File: config.mk
export PLATFORM = sky130hd
export DESIGN_NAME = dsar_ctrl
export DESIGN_NICKNAME = d
export VERILOG_FILES = /design/src/rtl/dsar_pkg.sv /design/src/rtl/sar_seq.sv /design/src/rtl/sar_shreg.sv /design/src/rtl/sar_endec.sv /design/src/rtl/dsar_ctrl.sv
export SDC_FILE = /design/constraint.sdc
export NUM_CORES = 1
export LEC_CHECK = 0
export ABC_AREA = 1
export ABC_CLOCK_PERIOD_IN_PS = 2900
export CELL_PAD_IN_SITES_DETAIL_PLACEMENT = 1
export CELL_PAD_IN_SITES_GLOBAL_PLACEMENT = 2
export CORE_UTILIZATION = 25
export DETAILED_ROUTE_END_ITERATION = 12
export MAX_ROUTING_LAYER = met4
export PLACE_DENSITY_LB_ADDON = 0.1
export REMOVE_ABC_BUFFERS = 1
export SYNTH_ARGS = -nofsm -noshare
export SYNTH_HDL_FRONTEND = slang
export SYNTH_HIERARCHICAL = 1
export SYNTH_SLANG_ARGS = --single-unit
File: constraint.sdc
create_clock -name clk -period 2.9 [get_ports clk]
set_input_delay 0.87 -clock clk [delete_from_list [all_inputs] [get_ports clk]]
set_output_delay 0.87 -clock clk [all_outputs]
set_load 0.05 [all_outputs]
File: src/rtl/dsar_pkg.sv
package dsar_pkg;

    typedef enum logic [2:0] {
        PH_IDLE,
        PH_CLEAR,
        PH_SAMPLE,
        PH_CMP,
        PH_SET,
        PH_OCMP,
        PH_DONE
    } phase_e;

    typedef struct packed {
        logic clear;
        logic sample;
        logic strobe;
        logic shorted;
        logic set;
        logic dshift;
        logic oshift;
        logic done;
    } ctl_t;

    function automatic ctl_t phase_ctl(phase_e p);
        ctl_t c;
        c = '0;
        c.clear   = (p == PH_CLEAR);
        c.sample  = (p == PH_SAMPLE);
        c.strobe  = (p == PH_CMP) || (p == PH_OCMP);
        c.shorted = (p == PH_OCMP);
        c.set     = (p == PH_SET);
        c.dshift  = (p == PH_CMP);
        c.oshift  = (p == PH_OCMP);
        c.done    = (p == PH_DONE);
        return c;
    endfunction

    function automatic int unsigned cnt_width(int unsigned a, int unsigned b);
        return $clog2(((a > b) ? a : b) + 1);
    endfunction

endpackage

File: src/rtl/sar_seq.sv
module sar_seq
    import dsar_pkg::*;
#(
    parameter int unsigned CELLS      = 10,
    parameter int unsigned OFS_CELLS  = 5,
    parameter int unsigned SAMPLE_CYC = 2,
    localparam int unsigned IW = $clog2(CELLS)
) (
    input  logic          clk,
    input  logic          rst,
    input  logic          start_i,
    output phase_e        phase_o,
    output logic [IW-1:0] idx_o
);
    localparam int unsigned CW = cnt_width(SAMPLE_CYC, OFS_CELLS);

    phase_e        phase_q;
    logic [IW-1:0] idx_q;
    logic [CW-1:0] cnt_q;

    always_ff @(posedge clk) begin
        if (rst) begin
            phase_q <= PH_IDLE;
            idx_q   <= '0;
            cnt_q   <= '0;
        end else begin
            unique case (phase_q)
                PH_IDLE: if (start_i) phase_q <= PH_CLEAR;
                PH_CLEAR: begin
                    phase_q <= PH_SAMPLE;
                    cnt_q   <= '0;
                end
                PH_SAMPLE: begin
                    if (cnt_q == CW'(SAMPLE_CYC - 1)) begin
                        phase_q <= PH_CMP;
                        idx_q   <= IW'(CELLS - 1);
                    end else begin
                        cnt_q <= cnt_q + 1'b1;
                    end
                end
                PH_CMP: phase_q <= PH_SET;
                PH_SET: begin
                    if (idx_q == '0) begin
                        phase_q <= PH_OCMP;
                        cnt_q   <= '0;
                    end else begin
                        idx_q   <= idx_q - 1'b1;
                        phase_q <= PH_CMP;
                    end
                end
                PH_OCMP: begin
                    if (cnt_q == CW'(OFS_CELLS - 1)) phase_q <= PH_DONE;
                    else cnt_q <= cnt_q + 1'b1;
                end
                PH_DONE: phase_q <= PH_IDLE;
                default: phase_q <= PH_IDLE;
            endcase
        end
    end

    assign phase_o = phase_q;
    assign idx_o   = idx_q;

    AST_IDX_RANGE: assert property (@(posedge clk) disable iff (rst)
        idx_q < IW'(CELLS));
    AST_START_IGNORED: assert property (@(posedge clk) disable iff (rst)
        (phase_q != PH_IDLE && phase_q != PH_DONE && start_i) |=> phase_q != PH_CLEAR);
    AST_SIGN_FIRST: assert property (@(posedge clk) disable iff (rst)
        (phase_q == PH_CMP && $past(phase_q) == PH_SAMPLE) |-> idx_q == IW'(CELLS - 1));

endmodule

File: src/rtl/sar_shreg.sv
module sar_shreg #(
    parameter int unsigned W = 10
) (
    input  logic         clk,
    input  logic         rst,
    input  logic         clr_i,
    input  logic         shift_i,
    input  logic         din_i,
    output logic [W-1:0] q_o
);
    logic [W-1:0] q;

    always_ff @(posedge clk) begin
        if (rst || clr_i) q <= '0;
        else if (shift_i) q <= {q[W-2:0], din_i};
    end

    assign q_o = q;
endmodule

File: src/rtl/sar_endec.sv
module sar_endec #(
    parameter int unsigned CELLS = 10,
    localparam int unsigned IW = $clog2(CELLS)
) (
    input  logic             set_i,
    input  logic             side_i,
    input  logic [IW-1:0]    idx_i,
    output logic [CELLS-1:0] sig_en_o,
    output logic [CELLS-1:0] rst_en_o
);
    for (genvar g = 0; g < CELLS; g++) begin : g_cell
        logic hit;
        assign hit         = set_i && (idx_i == IW'(g));
        assign sig_en_o[g] = hit && side_i;
        assign rst_en_o[g] = hit && !side_i;
    end
endmodule

File: src/rtl/dsar_ctrl.sv
module dsar_ctrl
    import dsar_pkg::*;
#(
    parameter int unsigned CELLS      = 10,
    parameter int unsigned OFS_CELLS  = 5,
    parameter int unsigned SAMPLE_CYC = 2
) (
    input  logic                 clk,
    input  logic                 rst,
    input  logic                 start_i,
    input  logic                 cmp_i,
    output logic                 clear_o,
    output logic                 sample_o,
    output logic                 strobe_n_o,
    output logic                 short_o,
    output logic [CELLS-1:0]     sig_en_o,
    output logic [CELLS-1:0]     rst_en_o,
    output logic [CELLS-1:0]     data_o,
    output logic [OFS_CELLS-1:0] ofs_o,
    output logic                 done_o
);
    localparam int unsigned IW = $clog2(CELLS);

    phase_e        phase;
    logic [IW-1:0] idx;
    ctl_t          ctl;

    sar_seq #(.CELLS(CELLS), .OFS_CELLS(OFS_CELLS), .SAMPLE_CYC(SAMPLE_CYC)) i_seq (
        .clk(clk), .rst(rst), .start_i(start_i), .phase_o(phase), .idx_o(idx)
    );

    assign ctl = phase_ctl(phase);

    // Decision word: newest decision sits in bit 0 and drives the side choice.
    sar_shreg #(.W(CELLS)) i_data (
        .clk(clk), .rst(rst), .clr_i(ctl.clear), .shift_i(ctl.dshift),
        .din_i(cmp_i), .q_o(data_o)
    );

    sar_shreg #(.W(OFS_CELLS)) i_ofs (
        .clk(clk), .rst(rst), .clr_i(ctl.clear), .shift_i(ctl.oshift),
        .din_i(cmp_i), .q_o(ofs_o)
    );

    sar_endec #(.CELLS(CELLS)) i_dec (
        .set_i(ctl.set), .side_i(data_o[0]), .idx_i(idx),
        .sig_en_o(sig_en_o), .rst_en_o(rst_en_o)
    );

    assign clear_o    = ctl.clear;
    assign sample_o   = ctl.sample;
    assign strobe_n_o = !ctl.strobe;
    assign short_o    = ctl.shorted;
    assign done_o     = ctl.done;

    AST_EN_ONEHOT: assert property (@(posedge clk) disable iff (rst)
        $onehot0({sig_en_o, rst_en_o}));
    AST_EN_AFTER_STROBE: assert property (@(posedge clk) disable iff (rst)
        (|{sig_en_o, rst_en_o}) |-> $past(!strobe_n_o && !short_o));
    AST_SIDE_MATCH: assert property (@(posedge clk) disable iff (rst)
        (|{sig_en_o, rst_en_o}) |-> ((|sig_en_o) == $past(cmp_i)));
    AST_SAMPLE_NO_STROBE: assert property (@(posedge clk) disable iff (rst)
        !(sample_o && !strobe_n_o));
    AST_SHORT_IN_STROBE: assert property (@(posedge clk) disable iff (rst)
        short_o |-> !strobe_n_o);
    AST_DONE_PULSE: assert property (@(posedge clk) disable iff (rst)
        done_o |=> !done_o);
    AST_DONE_AFTER_OFS: assert property (@(posedge clk) disable iff (rst)
        done_o |-> $past(short_o));

endmodule

==> results of run 1 <==
## per-layer routing
metal | wire, um | share of wire (%)
met1 | 2120 | 49
met2 | 2000 | 46
met3 | 158 | 3.7
met4 | 26 | 0.61
met5 | 0 | 0
## repair_timing
item	CTS	global route
setup endpoints to repair	0	14
setup buffers	0	0
gates resized for setup	0	1
## final cells by class
cell class	instances	area, sq um
sequential	25	502
clock inverter	1	5.00
multi-input combinational	184	941
inverter	39	146
tap	75	93.8
timing repair buffer	49	696
fill	775	3640
clock buffer	3	41.3
## worst max-delay path by stage
stage / start / to / slack, ps / cells past startpoint
5_1_grt: i_seq/phase_o[0] / strobe_n_o / 2 / 4
4_1_cts: i_seq/phase_o[2] / done_o / 70 / 3
3_3_place_gp: i_seq/phase_o[2] / done_o / 390 / 3
3_5_place_dp: i_seq/phase_o[2] / sig_en_o[8] / 410 / 6
6_report: i_seq/phase_o[0] / strobe_n_o / 140 / 4
2_1_floorplan: i_seq/phase_o[2] / rst_en_o[8] / -350 / 4
## power by group through the flow
stage                     logic, mW  registers [mW]  clock network (mW)
after global placement        0.826           0.492                   0
after CTS                     0.835           0.488               0.236
after floorplan               0.505           0.561                   0
final                         0.824           0.487               0.220
after detailed placement      0.832           0.495                   0
after global routing          0.927           0.498               0.250
## registers in the layout, indices dropped and copies added (netlist names)
name	flops
i_seq/cnt_q	3
i_seq/phase_o	3
i_seq/idx_o	4
i_ofs/q_o	5
i_data/q_o	10
## tightest hold or removal path, cell delays in order, from the launching register on
cell     delay, ps
dfxtp_1        320
nor2_1          80
nor2_1          50
## stage by stage
stage,power (mW),area [sq um],util (%)
after floorplan,1.07,1590,-
after global placement,1.32,2380,39.2
after detailed placement,1.33,2380,39.2
after CTS,1.56,2420,40.0
after global routing,1.68,2420,40.0
final,1.53,2420,40.0
## synth_stat cells
| library cell | instances |
|---|---|
| o21ai_0 | 1 |
| a21oi_1 | 5 |
| buf_2 | 3 |
| nand3_2 | 3 |
| o21a_1 | 1 |
| nor2_1 | 52 |
| or2_1 | 1 |
| nand2_4 | 1 |
| nor2_4 | 2 |
| o21ai_1 | 1 |
| nand4_1 | 2 |
| o21bai_1 | 1 |
| nand2_1 | 63 |
| nor3_2 | 9 |
| nand3b_1 | 1 |
| nor2_2 | 9 |
| inv_1 | 33 |
| o22ai_1 | 1 |
| ha_1 | 5 |
| nor3_1 | 6 |
| inv_2 | 6 |
| buf_6 | 1 |
| nand3_4 | 1 |
| nand2_2 | 6 |
| dfxtp_1 | 25 |
| nand3_1 | 12 |
| a21oi_2 | 1 |
## cell families after synthesis
family / after synthesis / share of synthesized area, %
flip-flops: 25 / 31.0
buffers and inverters: 43 / 10.7
AND/OR/NAND/NOR: 168 / 50.4
AO/OA/AOI/OAI: 11 / 4.03
adder cells (fa/ha/maj): 5 / 3.88
==> run_results.csv, run 1 <==
group,metric,value,unit
cells_and_area,final_nets,311,
timing,max_slew_margin,65.6,%
timing,fin_crit_sh,95.1,%
die,ios,44,
timing,final-setup-viol-count,0,
worst_setup_path,cpPeakStageDelay,700,ps
worst_hold_path,whs_endpoint,"i_ofs/q_o[4]",
power_and_ir_drop,p_clk_share,14.4,%
worst_setup_path,reg2reg_from,"i_seq/phase_o[0]",
die,die-area,6780,sq um
cells_and_area,diodes,0,
grt,grt_max_degree,21,
worst_setup_path,start_kind,"flop",
worst_hold_path,min_path_type,"flop to flop",
worst_setup_path,path_delay_family,"buffers and inverters",
timing,fmax,363,MHz
clock_network,clk-insertion-delay-late,270,ps
power_and_ir_drop,p_seq_share,31.8,%
route,wl_per_cell,11.4,um
grt,use_met1,17.6,%
cells_and_area,drive_above_1_share,23.6,%
route,via_per_inst,4.30,
timing,finalCriticalPeriod,2760,ps
route,drtAntennaViolNets,0,
cells_and_area,synthToLayoutAreaGrowth,50.2,%
cells_and_area,final_cell_mix,"63 x nand2_1, 52 x nor2_1, 33 x inv_1",
worst_setup_path,crit_required,2030,ps
worst_setup_path,path_class,"flop to output pin",
timing,setup_ws,141,ps
synthesis,ys_top_cells_by_area,"dfxtp_1 31%, nand2_1 15%, nor2_1 12%",
worst_setup_path,slowest_stage,"clkdlybuf4s50_1",
power_and_ir_drop,comb_power_share,53.8,%
synthesis,ys_seq_area_share,31.0,%
die,start_util,26.6,%
power_and_ir_drop,p_switching,0.740,mW
route,firstDrtPassIters,4,
clock_network,cts.path.max_buffers,2,
grt,use_met3,3.08,%
worst_setup_path,end_kind,"output pin",
worst_setup_path,rr_worst_depth,6,
worst_setup_path,crit_buf_inv,1,
clock_network,path_clk_slew,100,ps
timing,fin_hold_ws,478,ps
route,drc,0,
worst_hold_path,holdPathStages,2,
worst_hold_path,hp-start,"i_ofs/q_o[4]",
grt,track_usage,14.4,%
placement,hpwlAfterDp,3400,um
placement,io_buffers,43,
timing,skew,2.00,ps
synthesis,ys_types,27,
power_and_ir_drop,switching_share,48.3,%
worst_setup_path,worst_r2r_endpoint,"i_ofs/q_o[2]",
grt,first_global_vias,1613,
cells_and_area,final_common_cell,"nand2_1",
timing,rsz0062_at_grt,"no",
route,via_count,1617,
synthesis,yosys_warnings,6,
synthesis,synth_area,1610,sq um
clock_network,cts_num_sinks,25,
worst_setup_path,cp_cell_sequence,"nand2_1 -> nand2_1 -> nand2_1 -> clkdlybuf4s50_1",
cells_and_area,final_cells,376,
power_and_ir_drop,p_int,0.791,mW
timing,tns,0,ps
synthesis,ys_seq_elements,25,
die,core_area,6060,sq um
power_and_ir_drop,p_per_area,631,nW/um^2
grt,grt_use_met2,24.5,%
clock_network,cts_root_buf,"clkbuf_8",
power_and_ir_drop,leakage,0.939,nW
die,fp.dieW,82.4,um
placement,gp_congestion,0.754,
timing,drv_slew,0,
clock_network,cts_buffers,3,
synthesis,synth_area_leader_cell,"dfxtp_1",
synthesis,netlist_instances,252,
die,row_count,28,
power_and_ir_drop,ir_worst_vdd,0.426,mV
route,drtIter0Drc,75,
worst_setup_path,path_common_cell,"nand2_1",
grt,grt_pass1_wl,7310,um
placement,pre_cts_ws,410,ps
synthesis,avgSynthCellArea,6.40,sq um
grt,busiest_layer,"met2",
route,drt_wl_total,4300,um
synthesis,yosys.area.top_type_share,31.0,%
clock_network,cts_tree,"done",
clock_network,cts.htree.levels,1,
die,die_h,82.4,um
worst_setup_path,rrSetupSlack,1340,ps
grt,antenna_found_initial,0,
placement,dp.cells,372,
timing,hold_viol,0,
grt,grt-ovfl-total,0,
worst_setup_path,path_max_fanout,12,
clock_network,holdBufCountCts,0,
worst_setup_path,crit_arrival,1890,ps
job,drv_cap,0,
timing,worstMarginPinSlew,514,ps
status,status,"finished clean",
No activity file was read; power rests on OpenSTA's default activity.
==> run 2: changes to the inputs <==
--- a/config.mk
+++ b/config.mk
@@ -14,6 +14,7 @@
 export MAX_ROUTING_LAYER = met4
 export PLACE_DENSITY_LB_ADDON = 0.1
 export REMOVE_ABC_BUFFERS = 1
+export SETUP_SLACK_MARGIN = 0.15
 export SYNTH_ARGS = -nofsm -noshare
 export SYNTH_HDL_FRONTEND = slang
 export SYNTH_HIERARCHICAL = 1
==> run_results.csv, run 2 (synthesis results as in run 1) <==
group,metric,value,unit
timing,fmax,382,MHz
die,die-area,6780,sq um
die,fp.dieW,82.4,um
route,firstDrtPassIters,4,
clock_network,cts_num_sinks,25,
clock_network,cts_buffers,3,
clock_network,clk-insertion-delay-late,270,ps
timing,finalCriticalPeriod,2620,ps
timing,final-setup-viol-count,0,
die,ios,44,
timing,hold_viol,0,
power_and_ir_drop,ir_worst_vdd,0.358,mV
timing,skew,1.55,ps
cells_and_area,final_nets,311,
die,row_count,28,
route,drc,0,
power_and_ir_drop,p_per_area,625,nW/um^2
cells_and_area,final_cell_area,2440,sq um
cells_and_area,multi_input_area,951,sq um
grt,track_usage,14.4,%
placement,dpl_cell_area,2380,sq um
route,drtIter0Drc,74,
power_and_ir_drop,switching_share,48.3,%
grt,antenna_found_initial,0,
timing,max_slew_margin,66.4,%
placement,io_buffers,43,
timing,worstMarginPinSlew,502,ps
worst_setup_path,crit_arrival,1750,ps
grt,grt-ovfl-total,0,
cells_and_area,drive_above_1_share,24.6,%
status,status,"finished clean",
placement,gp_congestion,0.754,
job,drv_cap,0,
clock_network,cts.path.max_buffers,2,
cells_and_area,diodes,0,
worst_setup_path,end_kind,"output pin",
grt,first_global_vias,1613,
die,core_area,6060,sq um
worst_setup_path,crit_required,2030,ps
power_and_ir_drop,p_seq_share,32.0,%
route,via_count,1618,
clock_network,holdBufCountCts,0,
grt,grt_pass1_wl,7310,um
worst_hold_path,min_path_type,"flop to flop",
placement,dp.cells,372,
clock_network,cts_root_buf,"clkbuf_8",
placement,hpwlAfterDp,3400,um
timing,fin_crit_sh,90.2,%
clock_network,cts_resized,4,
clock_network,cts.htree.levels,1,
cells_and_area,fillers,776,
timing,rsz0062_at_grt,"yes",
cells_and_area,largest_register_ffs,10,
power_and_ir_drop,p_int,0.789,mW
cells_and_area,synthToLayoutAreaGrowth,51.1,%
power_and_ir_drop,leakage,0.960,nW
die,start_util,26.6,%
clock_network,path_clk_slew,100,ps
route,via_per_inst,4.30,
cells_and_area,final_cell_mix,"63 x nand2_1, 52 x nor2_1, 33 x inv_1",
worst_setup_path,path_class,"flop to output pin",
clock_network,cts_tree,"done",
timing,drv_slew,0,
cells_and_area,final_common_cell,"nand2_1",
worst_setup_path,start_kind,"flop",
cells_and_area,seq_area,505,sq um
route,drt_wl_total,4270,um
power_and_ir_drop,comb_power_share,53.6,%
cells_and_area,final_cells,376,
clock_network,post-cts-setup-buffer-count,0,
worst_setup_path,path_max_fanout,11,
power_and_ir_drop,p_switching,0.736,mW
route,wl_per_cell,11.4,um
die,die_h,82.4,um
grt,grt_max_degree,21,
route,drtAntennaViolNets,0,
power_and_ir_drop,p_clk_share,14.3,%
==> run 2: cell count changes in the layout (fill, tap and decap cells not counted) <==
cell | before | now
dfxtp_1 | 24 | 23
dlymetal6s2s_1 | 0 | 1
nor3_1 | 6 | 4
clkdlybuf4s50_1 | 21 | 18
dfxtp_4 | 0 | 1
nor3_2 | 9 | 11
dlygate4sd2_1 | 0 | 2
==> run 2: routing by layer <==
| layer | vias up | part of all wire [%] | track usage (%) |
|---|---|---|---|
| met5 | - | 0 | - |
| met4 | 0 | 0.61 | 2.11 |
| met3 | 2 | 4.0 | 3.08 |
| met2 | 35 | 47 | 24.5 |
| met1 | 715 | 49 | 17.6 |
| li1 | 866 | - | - |
==> run 2: power by group through the flow <==
stage | sequential (mW) | combinational [mW] | clock (mW)
2_1_floorplan | 0.561 | 0.505 | 0
3_3_place_gp | 0.492 | 0.826 | 0
3_5_place_dp | 0.495 | 0.832 | 0
4_1_cts | 0.491 | 0.831 | 0.236
5_1_grt | 0.500 | 0.924 | 0.250
6_report | 0.488 | 0.818 | 0.218
==> run 2: layout make-up <==
type / instances / area share, %
multi-input combinational: 184 / 39.0
timing repair buffer: 49 / 28.5
sequential: 25 / 20.7
inverter: 39 / 6.00
tap: 75 / 3.85
clock buffer: 3 / 1.69
clock inverter: 1 / 0.205
==> run 2: worst max-delay path, cell delays in order, from the launching register on <==
cell and delay (ps):
dfxtp_4 420, inv_2 70, nor3_1 170, buf_4 190, nand3_2 130, nor3_1 310, buf_12 190
==> run 2: final timing paths <==
check                                      start             end  slack (ps)  depth (start not counted)
worst max-delay path            i_seq/phase_o[2]     rst_en_o[8]         280                          6
worst min-delay path                i_ofs/q_o[4]    i_ofs/q_o[4]         480                          2
worst max register to register    i_seq/idx_o[1]  i_seq/idx_o[2]        1390                          8
worst min register to register      i_ofs/q_o[4]    i_ofs/q_o[4]         480                          2
==> run 2: per-stage QoR <==
step	TNS (ps)	utilization [%]	hold slack (ps)	power, mW	setup WS [ps]
final	0	40.2	477	1.52	283
after global placement	0	39.2	460	1.32	392
after detailed placement	0	39.2	467	1.33	410
after floorplan	-1390	-	504	1.07	-347
after global routing	0	40.2	515	1.67	132
after CTS	0	40.0	482	1.56	153
